$ cat src/rtl/keyscan_pkg.sv
package keyscan_pkg;

    typedef enum logic [1:0] {
        S_IDLE,
        S_ARMED,
        S_HELD,
        S_REPEAT
    } scan_state_e;

    localparam int ROW_SHIFT  = 0;
    localparam int ROW_LOCK   = 1;
    localparam int ROW_UPPER  = 2;
    localparam int ROW_CTRL   = 3;
    localparam int ROW_LOCAL  = 4;
    localparam int ROW_RESET  = 5;
    localparam int ROW_BREAK  = 6;
    localparam int ROW_REPEAT = 7;

    // High nibble for table address {ctrl, upper, shift, group}
    function automatic logic [3:0] hi_nibble(input int addr, input int gw);
        int grp;
        int sh;
        int up;
        int ct;
        grp = addr & ((1 << gw) - 1);
        sh  = (addr >> gw) & 1;
        up  = (addr >> (gw + 1)) & 1;
        ct  = (addr >> (gw + 2)) & 1;
        if (grp >= 3)            return 4'h8;
        if (ct != 0)             return 4'(grp & 1);
        if (grp == 0)            return (sh != 0) ? 4'h2 : 4'h3;
        if ((sh | up) != 0)      return 4'(3 + grp);
        return 4'(5 + grp);
    endfunction

endpackage

$ cat src/rtl/keyscan_counter.sv
module keyscan_counter #(
    parameter int NCOLS = 8,
    parameter int NROWS = 8,
    localparam int COL_W = $clog2(NCOLS),
    localparam int ROW_W = $clog2(NROWS),
    localparam int POS_W = $clog2(NCOLS * NROWS)
) (
    input  logic             clk,
    input  logic             rst,
    output logic [COL_W-1:0] col,
    output logic [ROW_W-1:0] row,
    output logic [POS_W-1:0] pos
);
    localparam logic [ROW_W-1:0] ROW_LAST = ROW_W'(NROWS - 1);
    localparam logic [COL_W-1:0] COL_LAST = COL_W'(NCOLS - 1);

    always_ff @(posedge clk) begin
        if (rst) begin
            row <= '0;
            col <= '0;
        end else if (row == ROW_LAST) begin
            row <= '0;
            col <= (col == COL_LAST) ? '0 : col + 1'b1;
        end else begin
            row <= row + 1'b1;
        end
    end

    always_comb pos = POS_W'(col) * POS_W'(NROWS) + POS_W'(row);

endmodule

$ cat src/rtl/keyscan_fn_latch.sv
module keyscan_fn_latch #(
    parameter int NROWS = 8,
    localparam int ROW_W = $clog2(NROWS)
) (
    input  logic             clk,
    input  logic             rst,
    input  logic             en,
    input  logic [ROW_W-1:0] row,
    input  logic             key_bit,
    output logic [NROWS-1:0] fn_q
);
    always_ff @(posedge clk) begin
        if (rst)     fn_q <= '0;
        else if (en) fn_q[row] <= key_bit;
    end
endmodule

$ cat src/rtl/keyscan_code_rom.sv
module keyscan_code_rom #(
    parameter int GRP_W = 2,
    localparam int ADDR_W = GRP_W + 3,
    localparam int DEPTH = 1 << ADDR_W
) (
    input  logic [2:0]       mods,
    input  logic [GRP_W-1:0] grp,
    output logic [3:0]       hi
);
    logic [3:0] table_q [DEPTH];

    for (genvar a = 0; a < DEPTH; a++) begin : g_tbl
        assign table_q[a] = keyscan_pkg::hi_nibble(a, GRP_W);
    end

    assign hi = table_q[{mods, grp}];
endmodule

$ cat src/rtl/keyscan_encoder.sv
module keyscan_encoder #(
    parameter int NCOLS         = 8,
    parameter int NROWS         = 8,
    parameter int REPEAT_CYCLES = 20000,
    localparam int KEYS   = NCOLS * NROWS,
    localparam int COL_W  = $clog2(NCOLS),
    localparam int ROW_W  = $clog2(NROWS),
    localparam int POS_W  = $clog2(KEYS),
    localparam int GRP_W  = POS_W - 4,
    localparam int REP_W  = $clog2(REPEAT_CYCLES),
    localparam int STB_CYCLES = 2
) (
    input  logic            clk,
    input  logic            rst,
    input  logic [KEYS-1:0] key_matrix,
    input  logic            rd_en,
    output logic [7:0]      kbd_data,
    output logic            strobe_n,
    output logic            fn_local_n,
    output logic            fn_reset_n,
    output logic            fn_break_n
);
    import keyscan_pkg::*;

    localparam logic [COL_W-1:0] FN_COL  = COL_W'(NCOLS - 1);
    localparam logic [REP_W-1:0] REP_TOP = REP_W'(REPEAT_CYCLES - 1);

    logic [COL_W-1:0] col;
    logic [ROW_W-1:0] row;
    logic [POS_W-1:0] pos;
    logic [NROWS-1:0] fn_q;
    logic [3:0]       hi;
    logic             key_bit, is_char, hit, rep_mod, shift_eff;

    scan_state_e      state_q, state_d;
    logic [POS_W-1:0] cand_q;
    logic [7:0]       code_q;
    logic [1:0]       stb_cnt_q;
    logic [REP_W-1:0] rep_cnt_q;
    logic             accept, rep_fire;

    keyscan_counter #(.NCOLS(NCOLS), .NROWS(NROWS)) u_scan (
        .clk(clk), .rst(rst), .col(col), .row(row), .pos(pos)
    );

    keyscan_fn_latch #(.NROWS(NROWS)) u_fn (
        .clk(clk), .rst(rst), .en(col == FN_COL), .row(row),
        .key_bit(key_bit), .fn_q(fn_q)
    );

    assign shift_eff = fn_q[ROW_SHIFT] | fn_q[ROW_LOCK];

    keyscan_code_rom #(.GRP_W(GRP_W)) u_rom (
        .mods({fn_q[ROW_CTRL], fn_q[ROW_UPPER], shift_eff}),
        .grp(cand_q[POS_W-1:4]),
        .hi(hi)
    );

    assign key_bit = key_matrix[pos];
    assign is_char = (col != FN_COL);
    assign hit     = (pos == cand_q);
    assign rep_mod = fn_q[ROW_REPEAT];

    // State register
    always_ff @(posedge clk) begin
        if (rst) state_q <= S_IDLE;
        else     state_q <= state_d;
    end

    // Next state
    always_comb begin
        state_d = state_q;
        unique case (state_q)
            S_IDLE:   if (key_bit && is_char) state_d = S_ARMED;          // SEEN
            S_ARMED:  if (hit) state_d = key_bit ? S_HELD : S_IDLE;       // ACCEPT / BOUNCE
            S_HELD: begin
                if (hit && !key_bit) state_d = S_IDLE;                    // RELEASE
                else if (rep_mod)    state_d = S_REPEAT;                  // REP_ON
            end
            S_REPEAT: begin
                if (hit && !key_bit) state_d = S_IDLE;                    // RELEASE
                else if (!rep_mod)   state_d = S_HELD;                    // REP_OFF
            end
        endcase
    end

    assign accept   = (state_q == S_ARMED) && hit && key_bit;
    assign rep_fire = (state_q == S_REPEAT) && (state_d == S_REPEAT) && (rep_cnt_q == REP_TOP);

    // Outputs and datapath
    always_ff @(posedge clk) begin
        if (rst) begin
            cand_q    <= '0;
            code_q    <= '0;
            stb_cnt_q <= '0;
            rep_cnt_q <= '0;
        end else begin
            if (state_q == S_IDLE && key_bit && is_char) cand_q <= pos;
            if (accept) code_q <= {hi, cand_q[3:0]};

            if (accept || rep_fire)  stb_cnt_q <= 2'(STB_CYCLES);
            else if (stb_cnt_q != 0) stb_cnt_q <= stb_cnt_q - 1'b1;

            if (accept || rep_fire)
                rep_cnt_q <= '0;
            else if ((state_q == S_HELD || state_q == S_REPEAT) && rep_cnt_q != REP_TOP)
                rep_cnt_q <= rep_cnt_q + 1'b1;
        end
    end

    assign strobe_n   = (stb_cnt_q == 0);
    assign kbd_data   = rd_en ? code_q : 8'h00;
    assign fn_local_n = !fn_q[ROW_LOCAL];
    assign fn_reset_n = !fn_q[ROW_RESET];
    assign fn_break_n = !fn_q[ROW_BREAK];

endmodule

$ cat config.mk
export PLATFORM = sky130hd
export DESIGN_NAME = keyscan_encoder
export DESIGN_NICKNAME = d
export VERILOG_FILES = /design/src/rtl/keyscan_pkg.sv /design/src/rtl/keyscan_counter.sv /design/src/rtl/keyscan_fn_latch.sv /design/src/rtl/keyscan_code_rom.sv /design/src/rtl/keyscan_encoder.sv
export SDC_FILE = /design/constraint.sdc
export NUM_CORES = 1
export LEC_CHECK = 0
export BUFFER_PORTS_ARGS = -buffer_cell sky130_fd_sc_hd__buf_2
export CORE_MARGIN = 1
export CORE_UTILIZATION = 50
export DETAILED_ROUTE_END_ITERATION = 8
export HOLD_SLACK_MARGIN = 0.05
export PLACE_DENSITY_LB_ADDON = 0.15
export SLEW_MARGIN = 20
export SYNTH_ARGS = -nofsm -noshare
export SYNTH_HDL_FRONTEND = slang
export SYNTH_SLANG_ARGS = --single-unit
$ cat constraint.sdc
create_clock -name clk -period 2.52 [get_ports clk]
set_input_delay 0.378 -clock clk [delete_from_list [all_inputs] [get_ports clk]]
set_output_delay 0.378 -clock clk [all_outputs]
set_load 0.1 [all_outputs]
==> summary.md, run 1 <==
| Metric | Value |
|---|---|
| DIE WIDTH | `78.6 um` |
| Initial antenna violation count | `0` |
| Cells after Synth | `around 330` |
| Asr flop ratio synth | `0%` |
| Mean Syn Cell Area | `roughly 9 um^2` |
| Fin. max-slew vios | `0` |
| Crit Path Category | `reg2reg` |
| GPL Wtd Cong | `0.830` |
| RR Startpoint | `u_scan.row[2]$_SDFF_PP0_` |
| Clk root buf | `clkbuf_8` |
| Final setup margin | `approximately 0.13 ns` |
| Vias in the first global route | `~2600` |
| Hold Path Depth | `3` |
| Pwr dens | `between 400 and 500 nW/um^2` |
| Final Hold Viols | `0` |
| Total negative slack | `0 ns` |
| CTS tree | `built` |
| Fin crit share | `94.9%` |
| Post-synthesis sequential area ratio | `between 30% and 40%` |
| Share of cells above drive strength 1 | `roughly a third` |
| Worst Hold End | `stb_cnt_q[1]$_SDFFE_PP0P_` |
| FF+latch count, synth | `47` |
| Critical path arrival | `roughly 2.6 ns` |
| Netlist cell types | `58` |
| Clk slew on worst S/H paths | `about 0.090 ns` |
| Worst setup EP type | `flop` |
| Die outline height | `around 79 um` |
| First DRT Iteration DRCs | `173` |
| Layout area overhead | `24.4%` |
| TritonCTS buffer count | `5` |
| Relative slew slack | `44.7%` |
| ANT cells | `0` |
| Clock sinks | `47` |
| Hpwl dp | `5510 um` |
| Worst Skew | `approximately 0.011 ns` |
| Fmax | `approximately 420 MHz` |
| CP required | `around 2.7 ns` |
| Residual DRC | `0` |
| Post-synth top flop | `dfxtp_1` |
| Clock Path Buffers | `2` |
| Pre-antenna DRT Iters | `4` |
| Starting density of the core | `52.6%` |
| CTS HTree Levels | `2` |
| Largest net degree at the start of global routing | `33` |
| Routed WL per cell | `around 15 um` |
| R2R Path End | `code_q[7]$_SDFFE_PP0P_` |
| Core area | `5570 um^2` |
| Synth Warn # | `0` |
| RSZ-0062 raised after global routing | `no` |
| Final antenna-violating net count | `0` |
| Worst-Skew Late Latency | `0.31 ns` |
| Place WS | `around 0.0046 ns` |
| Worst vdd ir | `approximately 0.53 mV` |
| Worst-Margin Slew | `0.823 ns` |
| Startpoint types | `flop` |
| Vias per cell | `~5.6` |
| Hold_sp | `rst` |
| Final core utilization | `65.4%` |
| FF-to-FF path depth | `9` |
| Ports | `79` |
| Row count | `27` |
| Status | `completed` |
| Max_cap viols | `0` |
| Static Leakage | `roughly 0.0015 uW` |
| Reg2Reg Setup Slack | `around 0.13 ns` |
| Maximum fanout along the worst path | `14` |
| Mapped Nets | `between 400 and 500` |
| Die area | `slightly above 6000 um^2` |
| Minimum clock period | `approximately 2.4 ns` |
| Gr ovfl total | `0` |
| Final setup vio count | `0` |
| First-pass GRT wire length | `roughly 12000 um` |
| EDFF count, synth | `0` |
| Netlist Area Pre-Place | `2930 um^2` |
| Gr usage total | `about a quarter` |
| I/O Buffers | `slightly below 80` |
| Routed wire length | `~7300 um` |
| Via count | `about 2700` |
| Worst hold path class | `in2reg` |
| Nets | `around 500` |
| Filler cell count | `491` |
stage by stage:
stage	cells	cell area, um^2	total power [uW]	hold WS, ns
after floorplan	326	2930	1080	0.416
after CTS	487	3630	1800	0.421
after detailed placement	479	3510	1230	0.443
after global placement	479	3510	1220	0.428
after global routing	487	3640	1880	0.424
final	487	3640	1790	0.428
power by group:
part           leakage [uW]  internal (uW)  switching [uW]  total, uW
registers          0.000381            762            22.8        785
logic               0.00111            209             228        437
clock network     0.0000548            299             274        573
total               0.00155           1270             524       1790
timing repair:
action	CTS	global route
gates cloned	0	0
hold buffers	0	0
endpoints found under the setup margin	2	18
setup buffers	0	0
gates resized for setup	1	5
per-layer routing:
layer	part of all wire, %	up-vias	global-route usage, %
met4	2.1	0	8.89
met5	0	-	0
met3	6.2	12	4.19
met2	48	92	43.2
li1	-	1348	-
met1	44	1264	31.0
sequential cells by signal (all words and copies together), names as in the netlist:
register,cells
state_q,2
u_fn.fn_q,8
rep_cnt_q,15
u_scan.row,3
code_q,8
u_scan.col,3
cand_q,6
stb_cnt_q,2
layout by cell type (no fill, tap or decap), types with 2 or more instances in the layout:
| cell type | instances |
|---|---|
| clkbuf_8 | 5 |
| a211oi_1 | 3 |
| and2_4 | 2 |
| a21oi_1 | 9 |
| or3_1 | 5 |
| o21ai_0 | 7 |
| buf_12 | 3 |
| dfxtp_1 | 45 |
| buf_2 | 78 |
| xor2_1 | 12 |
| nand4_1 | 9 |
| mux2_2 | 6 |
| mux2i_1 | 24 |
| buf_4 | 22 |
| nor4b_1 | 3 |
| nand2_1 | 23 |
| a31o_1 | 2 |
| xnor2_1 | 8 |
| nand3_1 | 13 |
| nand4b_1 | 4 |
| nor3_1 | 15 |
| nor4_1 | 2 |
| nor2b_1 | 2 |
| mux4_2 | 7 |
| a31oi_1 | 2 |
| o31ai_2 | 2 |
| inv_1 | 11 |
| and3_1 | 3 |
| o21ai_1 | 4 |
| ha_1 | 9 |
| and2_1 | 10 |
| nand2b_1 | 8 |
| nor2_1 | 25 |
cell type report:
type / count / area (um^2) / share of cell area (%)
repair buffers: 103 / 616 / 16.9
clock buffers: 5 / 68.8 / 1.89
flip-flops and latches: 47 / 946 / 26.0
clock inverters: 3 / 46.3 / 1.27
well taps: 72 / 90.1 / 2.47
inverters: 12 / 45.0 / 1.24
multi-input cells: 245 / 1830 / 50.3
worst max-delay path by stage:
stage / to / cells after the start / from / slack [ns]
2_1_floorplan: code_q[7]$_SDFFE_PP0P_ / 9 / u_scan.row[0]$_SDFF_PP0_ / 0.25
3_3_place_gp: rep_cnt_q[4]$_SDFFE_PP0P_ / 8 / u_scan.row[0]$_SDFF_PP0_ / 0.07
3_5_place_dp: rep_cnt_q[4]$_SDFFE_PP0P_ / 8 / u_scan.row[0]$_SDFF_PP0_ / 0.005
4_1_cts: code_q[7]$_SDFFE_PP0P_ / 9 / u_scan.row[2]$_SDFF_PP0_ / 0.05
5_1_grt: code_q[4]$_SDFFE_PP0P_ / 9 / u_scan.row[2]$_SDFF_PP0_ / 0.01
6_report: code_q[7]$_SDFFE_PP0P_ / 9 / u_scan.row[2]$_SDFF_PP0_ / 0.13
synth_stat cells (2+ instances only):
cell,instances,area (um^2)
a21oi_1,10,50.1
and3_1,3,18.8
o21ai_1,4,20.0
mux2_2,6,67.6
dfxtp_1,47,941
nand4b_1,4,35.0
inv_1,11,41.3
buf_6,3,33.8
nor4_1,2,12.5
nor2b_1,2,12.5
nand3_1,13,65.1
a21o_1,2,15.0
nor4b_1,3,26.3
a211oi_1,3,22.5
ha_1,9,113
mux2i_1,24,240
nand4_1,9,56.3
xor2_1,12,105
clkbuf_1,9,33.8
a31o_1,2,17.5
o31ai_2,2,25.0
o21a_1,2,15.0
buf_2,6,30.0
nand2b_1,8,50.1
and2_4,2,17.5
o21ai_0,7,35.0
buf_4,3,22.5
or3_1,5,31.3
and2_1,10,62.6
mux4_2,7,158
xnor2_1,8,70.1
nand2_1,23,86.3
nor2_1,25,93.8
a31oi_1,2,12.5
nor3_1,15,75.1
cells by family (layout without fill, tap and decap cells):
family | after synthesis | after routing | synth area share (%)
xor+xnor | 20 | 20 | 5.98
buf+inv | 34 | 123 | 5.76
simple gates | 131 | 131 | 24.3
flops | 47 | 47 | 32.1
compound gates | 48 | 48 | 12.1
fa+ha+maj | 9 | 9 | 3.84
mux | 37 | 37 | 15.9
worst max-delay path: stages, from the launching register on:
cell	delay, ns
dfxtp_1	0.43
buf_12	0.17
mux2i_1	0.09
mux4_2	0.45
a31oi_1	0.18
o311a_1	0.24
o21a_2	0.22
buf_4	0.17
nand2_4	0.10
a31o_1	0.23
Power figures use the tool's default switching activity.
==> inputs of run 2 (changes only) <==
ABC_AREA = 1   (was default)
==> run 2 against run 1 <==
Largest cell class unchanged; non-clock buffer count shrank 19; wire length grew 4.6%; first-iteration DRC count shrank 40%; sequential power grew 6.0%; critical endpoint is now rep_cnt_q[5]$_SDFFE_PP0P_.
==> summary.md, run 2 <==
| Metric | Value |
|---|---|
| Status | `completed` |
| Critical path arrival | `2.36 ns (-0.24 ns)` |
| Core area | `6390 um^2 (+15%)` |
| Via count | `3287 (+21%)` |
| DIE WIDTH | `83.5 um (+6.3%)` |
| Hold Path Depth | `2 (-1)` |
| Minimum clock period | `2.17 ns (-0.224 ns)` |
| Startpoint types | `flop` |
| CTS tree | `built` |
| Cells after Synth | `527 (+62%)` |
| Placed cells | `671 (+40%)` |
| Die outline height | `83.5 um (+6.3%)` |
| Fin crit share | `86.0% (-8.9 points)` |
| Crit Path Category | `reg2reg` |
| Maximum fanout along the worst path | `16 (+2)` |
| FF-to-FF path depth | `13 (+4)` |
| Worst-Skew Late Latency | `0.31 ns (about the same)` |
| Routed WL per cell | `11.2 um (-25%)` |
| Post-synthesis sequential area ratio | `28.3% (-3.8 points)` |
| Post-synth top flop | `dfxtp_1` |
| Routed wire length | `7590 um (+4.6%)` |
| I/O Buffers | `78 (unchanged)` |
| TritonCTS buffer count | `5 (unchanged)` |
| Synth Warn # | `0 (unchanged)` |
| Fmax | `461 MHz (+10%)` |
| Worst Skew | `0.0138 ns (+0.00300 ns)` |
| Final setup vio count | `0 (unchanged)` |
| FF+latch count, synth | `47 (unchanged)` |
| Ports | `79 (unchanged)` |
| Starting density of the core | `52.0% (-0.55 points)` |
| Final Hold Viols | `0 (unchanged)` |
| Worst Hold End | `code_q[5]$_SDFFE_PP0P_` |
| Sequential power share | `43.0% (-0.7 points)` |
| Asr flop ratio synth | `0% (unchanged)` |
| Clock sinks | `47 (unchanged)` |
| Share of cells above drive strength 1 | `20.8% (-13 points)` |
| Max_cap viols | `0 (unchanged)` |
| Pre-antenna DRT Iters | `4 (unchanged)` |
| Nets | `677 (+38%)` |
| Leading registers by flop count | `rep_cnt_q x15, code_q x8, u_fn.fn_q x8` |
| Layout area overhead | `15.5%` |
| Clk slew on worst S/H paths | `0.10 ns (about the same)` |
| Static Leakage | `0.00196 uW (+27%)` |
| Most frequent cells in the layout | `nand2_1, inv_1, buf_2` |
| Mapped Nets | `603 (+50%)` |
| Post-synth top area share | `28.3% (-3.8 points)` |
| Gr ovfl total | `0 (unchanged)` |
| Vias in the first global route | `3072 (+18%)` |
| Reg2Reg Setup Slack | `0.35 ns (+0.22 ns)` |
| CP required | `2.71 ns (about the same)` |
| Most common cell in the netlist | `nand2_1` |
| Max reg flops | `15 (unchanged)` |
| Worst setup path start | `u_scan.row[2]$_SDFF_PP0_` |
| EDFF count, synth | `0 (unchanged)` |
| Pwr dens | `504 nW/um^2 (+2.4%)` |
| Cell taking the most area after synthesis | `dfxtp_1` |
| Die area | `6970 um^2 (+13%)` |
| Fin. max-slew vios | `0 (unchanged)` |
| Final core utilization | `60.1% (-5.3 points)` |
| Row count | `29 (+7.4%)` |
| Commonest non-fill, non-tap cell in the layout | `nand2_1` |
| Int Pwr | `1270 uW (-0.32%)` |
| Final antenna-violating net count | `0 (unchanged)` |
| Worst vdd ir | `0.347 mV (-35%)` |
| Worst hold path class | `in2reg` |
| Residual DRC | `0 (unchanged)` |
| RSZ-0062 raised after global routing | `no` |
| Final non-filler cell total | `679 (+39%)` |
| Commonest cells in the netlist | `nand2_1, inv_1, nor2_1` |
| Net Sw Frac | `34.5% (+5.3 points)` |
| Worst-Margin Slew | `0.651 ns (-0.172 ns)` |
| Netlist cell types | `37 (-36%)` |
| Most flops, register | `rep_cnt_q` |
| Largest net degree at the start of global routing | `25 (-24%)` |
| First-pass GRT wire length | `13200 um (+9.5%)` |
| Hold_sp | `rst` |
| CTS HTree Levels | `2 (unchanged)` |
| Top post-synthesis cells by area | `dfxtp_1, nand2_1, inv_1` |
| Total negative slack | `0 ns (unchanged)` |
| R2R Path End | `rep_cnt_q[5]$_SDFFE_PP0P_` |
| Gr usage total | `22.9% (-2.1 points)` |
| Worst setup EP type | `flop` |
| Initial antenna violation count | `0 (unchanged)` |
| Hpwl dp | `5920 um (+7.4%)` |
| Mean Syn Cell Area | `6.30 um^2 (-30%)` |
| Clock Path Buffers | `2 (unchanged)` |
| Netlist Area Pre-Place | `3320 um^2 (+13%)` |
| First DRT Iteration DRCs | `104 (-40%)` |
| ANT cells | `0 (unchanged)` |
| RR Startpoint | `u_scan.row[2]$_SDFF_PP0_` |
| Clk root buf | `clkbuf_8` |
| Clk pwr share | `29.8% (-2.1 points)` |
| Vias per cell | `4.84 (-13%)` |
| Comb power frac | `27.1% (+2.8 points)` |
| Sw Pwr | `667 uW (+27%)` |
| Relative slew slack | `56.5% (+12 points)` |
| GPL Wtd Cong | `0.889 (+7.1%)` |
-- run 2: changes by cell type after synthesis, sizes merged, moves of 5 or more --
cell | previous run | this run
inv | 11 | 108
mux2 | 6 | 0
mux2i | 24 | 0
or3 | 5 | 0
nand2 | 24 | 128
o21ai | 12 | 28
nor2 | 25 | 63
clkbuf | 9 | 2
and2 | 12 | 0
nand2b | 8 | 0
nand3 | 13 | 46
mux4 | 7 | 0
or2 | 0 | 6
a21oi | 10 | 25
-- run 2: worst max-delay path, cell delays in order (launching register included) --
cell and delay, ns:
dfxtp_1 0.54, nand2_1 0.22, inv_2 0.16, nand3_1 0.08, nand2_1 0.07, nor2_1 0.05
nand2_1 0.05, nand3_1 0.10, nand3_2 0.14, nand2_4 0.11, nand2_2 0.12, nand4_4 0.10
nand3_4 0.22, nor2_1 0.07
-- run 2: logic make-up (layout without fill, tap and decap cells) --
kind of cell	after synthesis	in the layout	synth area share [%]
compound gates	60	60	9.53
xor+xnor	19	19	5.01
fa+ha+maj	9	9	3.39
buf+inv	125	200	16.3
flops	47	47	28.3
simple gates	267	267	37.4
-- run 2: power groups by stage --
stage / clock network [uW] / registers [uW] / logic [uW]
2_1_floorplan: 0 / 832 / 418
5_1_grt: 623 / 840 / 594
3_5_place_dp: 0 / 849 / 526
4_1_cts: 589 / 831 / 528
6_report: 576 / 832 / 525
3_3_place_gp: 0 / 847 / 514
-- run 2: layer usage --
| metal | track usage, % | vias up | share of wire, % |
|---|---|---|---|
| met5 | 0 | - | 0 |
| met4 | 8.17 | 0 | 1.6 |
| met3 | 3.26 | 10 | 3.6 |
| met2 | 40.0 | 59 | 49 |
| met1 | 28.7 | 1442 | 46 |
| li1 | - | 1776 | - |
-- run 2: cell type report --
class                   count  area, um^2
clock buffers               5        68.8
repair buffers             84         435
inverters                 108         408
flip-flops and latches     47         942
multi-input cells         355        1840
well taps                  77        96.3
clock inverters             3        46.3
fillers                   640        2550
-- run 2: worst max path at each step --
stage	slack, ns	to
detailed placement	0.21	rep_cnt_q[5]$_SDFFE_PP0P_
floorplan	0.50	stb_cnt_q[0]$_SDFFE_PP0N_
finish	0.35	rep_cnt_q[5]$_SDFFE_PP0P_
global placement	0.32	code_q[0]$_SDFFE_PP0P_
global route	0.10	rep_cnt_q[3]$_SDFFE_PP0P_
CTS	0.19	rep_cnt_q[5]$_SDFFE_PP0P_
-- run 2: through the flow --
step	hold WS (ns)	power [uW]	setup slack, ns	area, um^2
after global placement	0.434	1360	0.323	3720
after detailed placement	0.437	1370	0.211	3720
after floorplan	0.424	1250	0.503	3320
after CTS	0.316	1950	0.187	3830
after global routing	0.332	2060	0.100	3840
final	0.316	1930	0.352	3840
-- run 2: what timing repair did --
action,in CTS,in global routing
endpoints found under the setup margin,0,9
hold buffers,0,0
gates resized for setup,0,1
buffers inserted,0,0
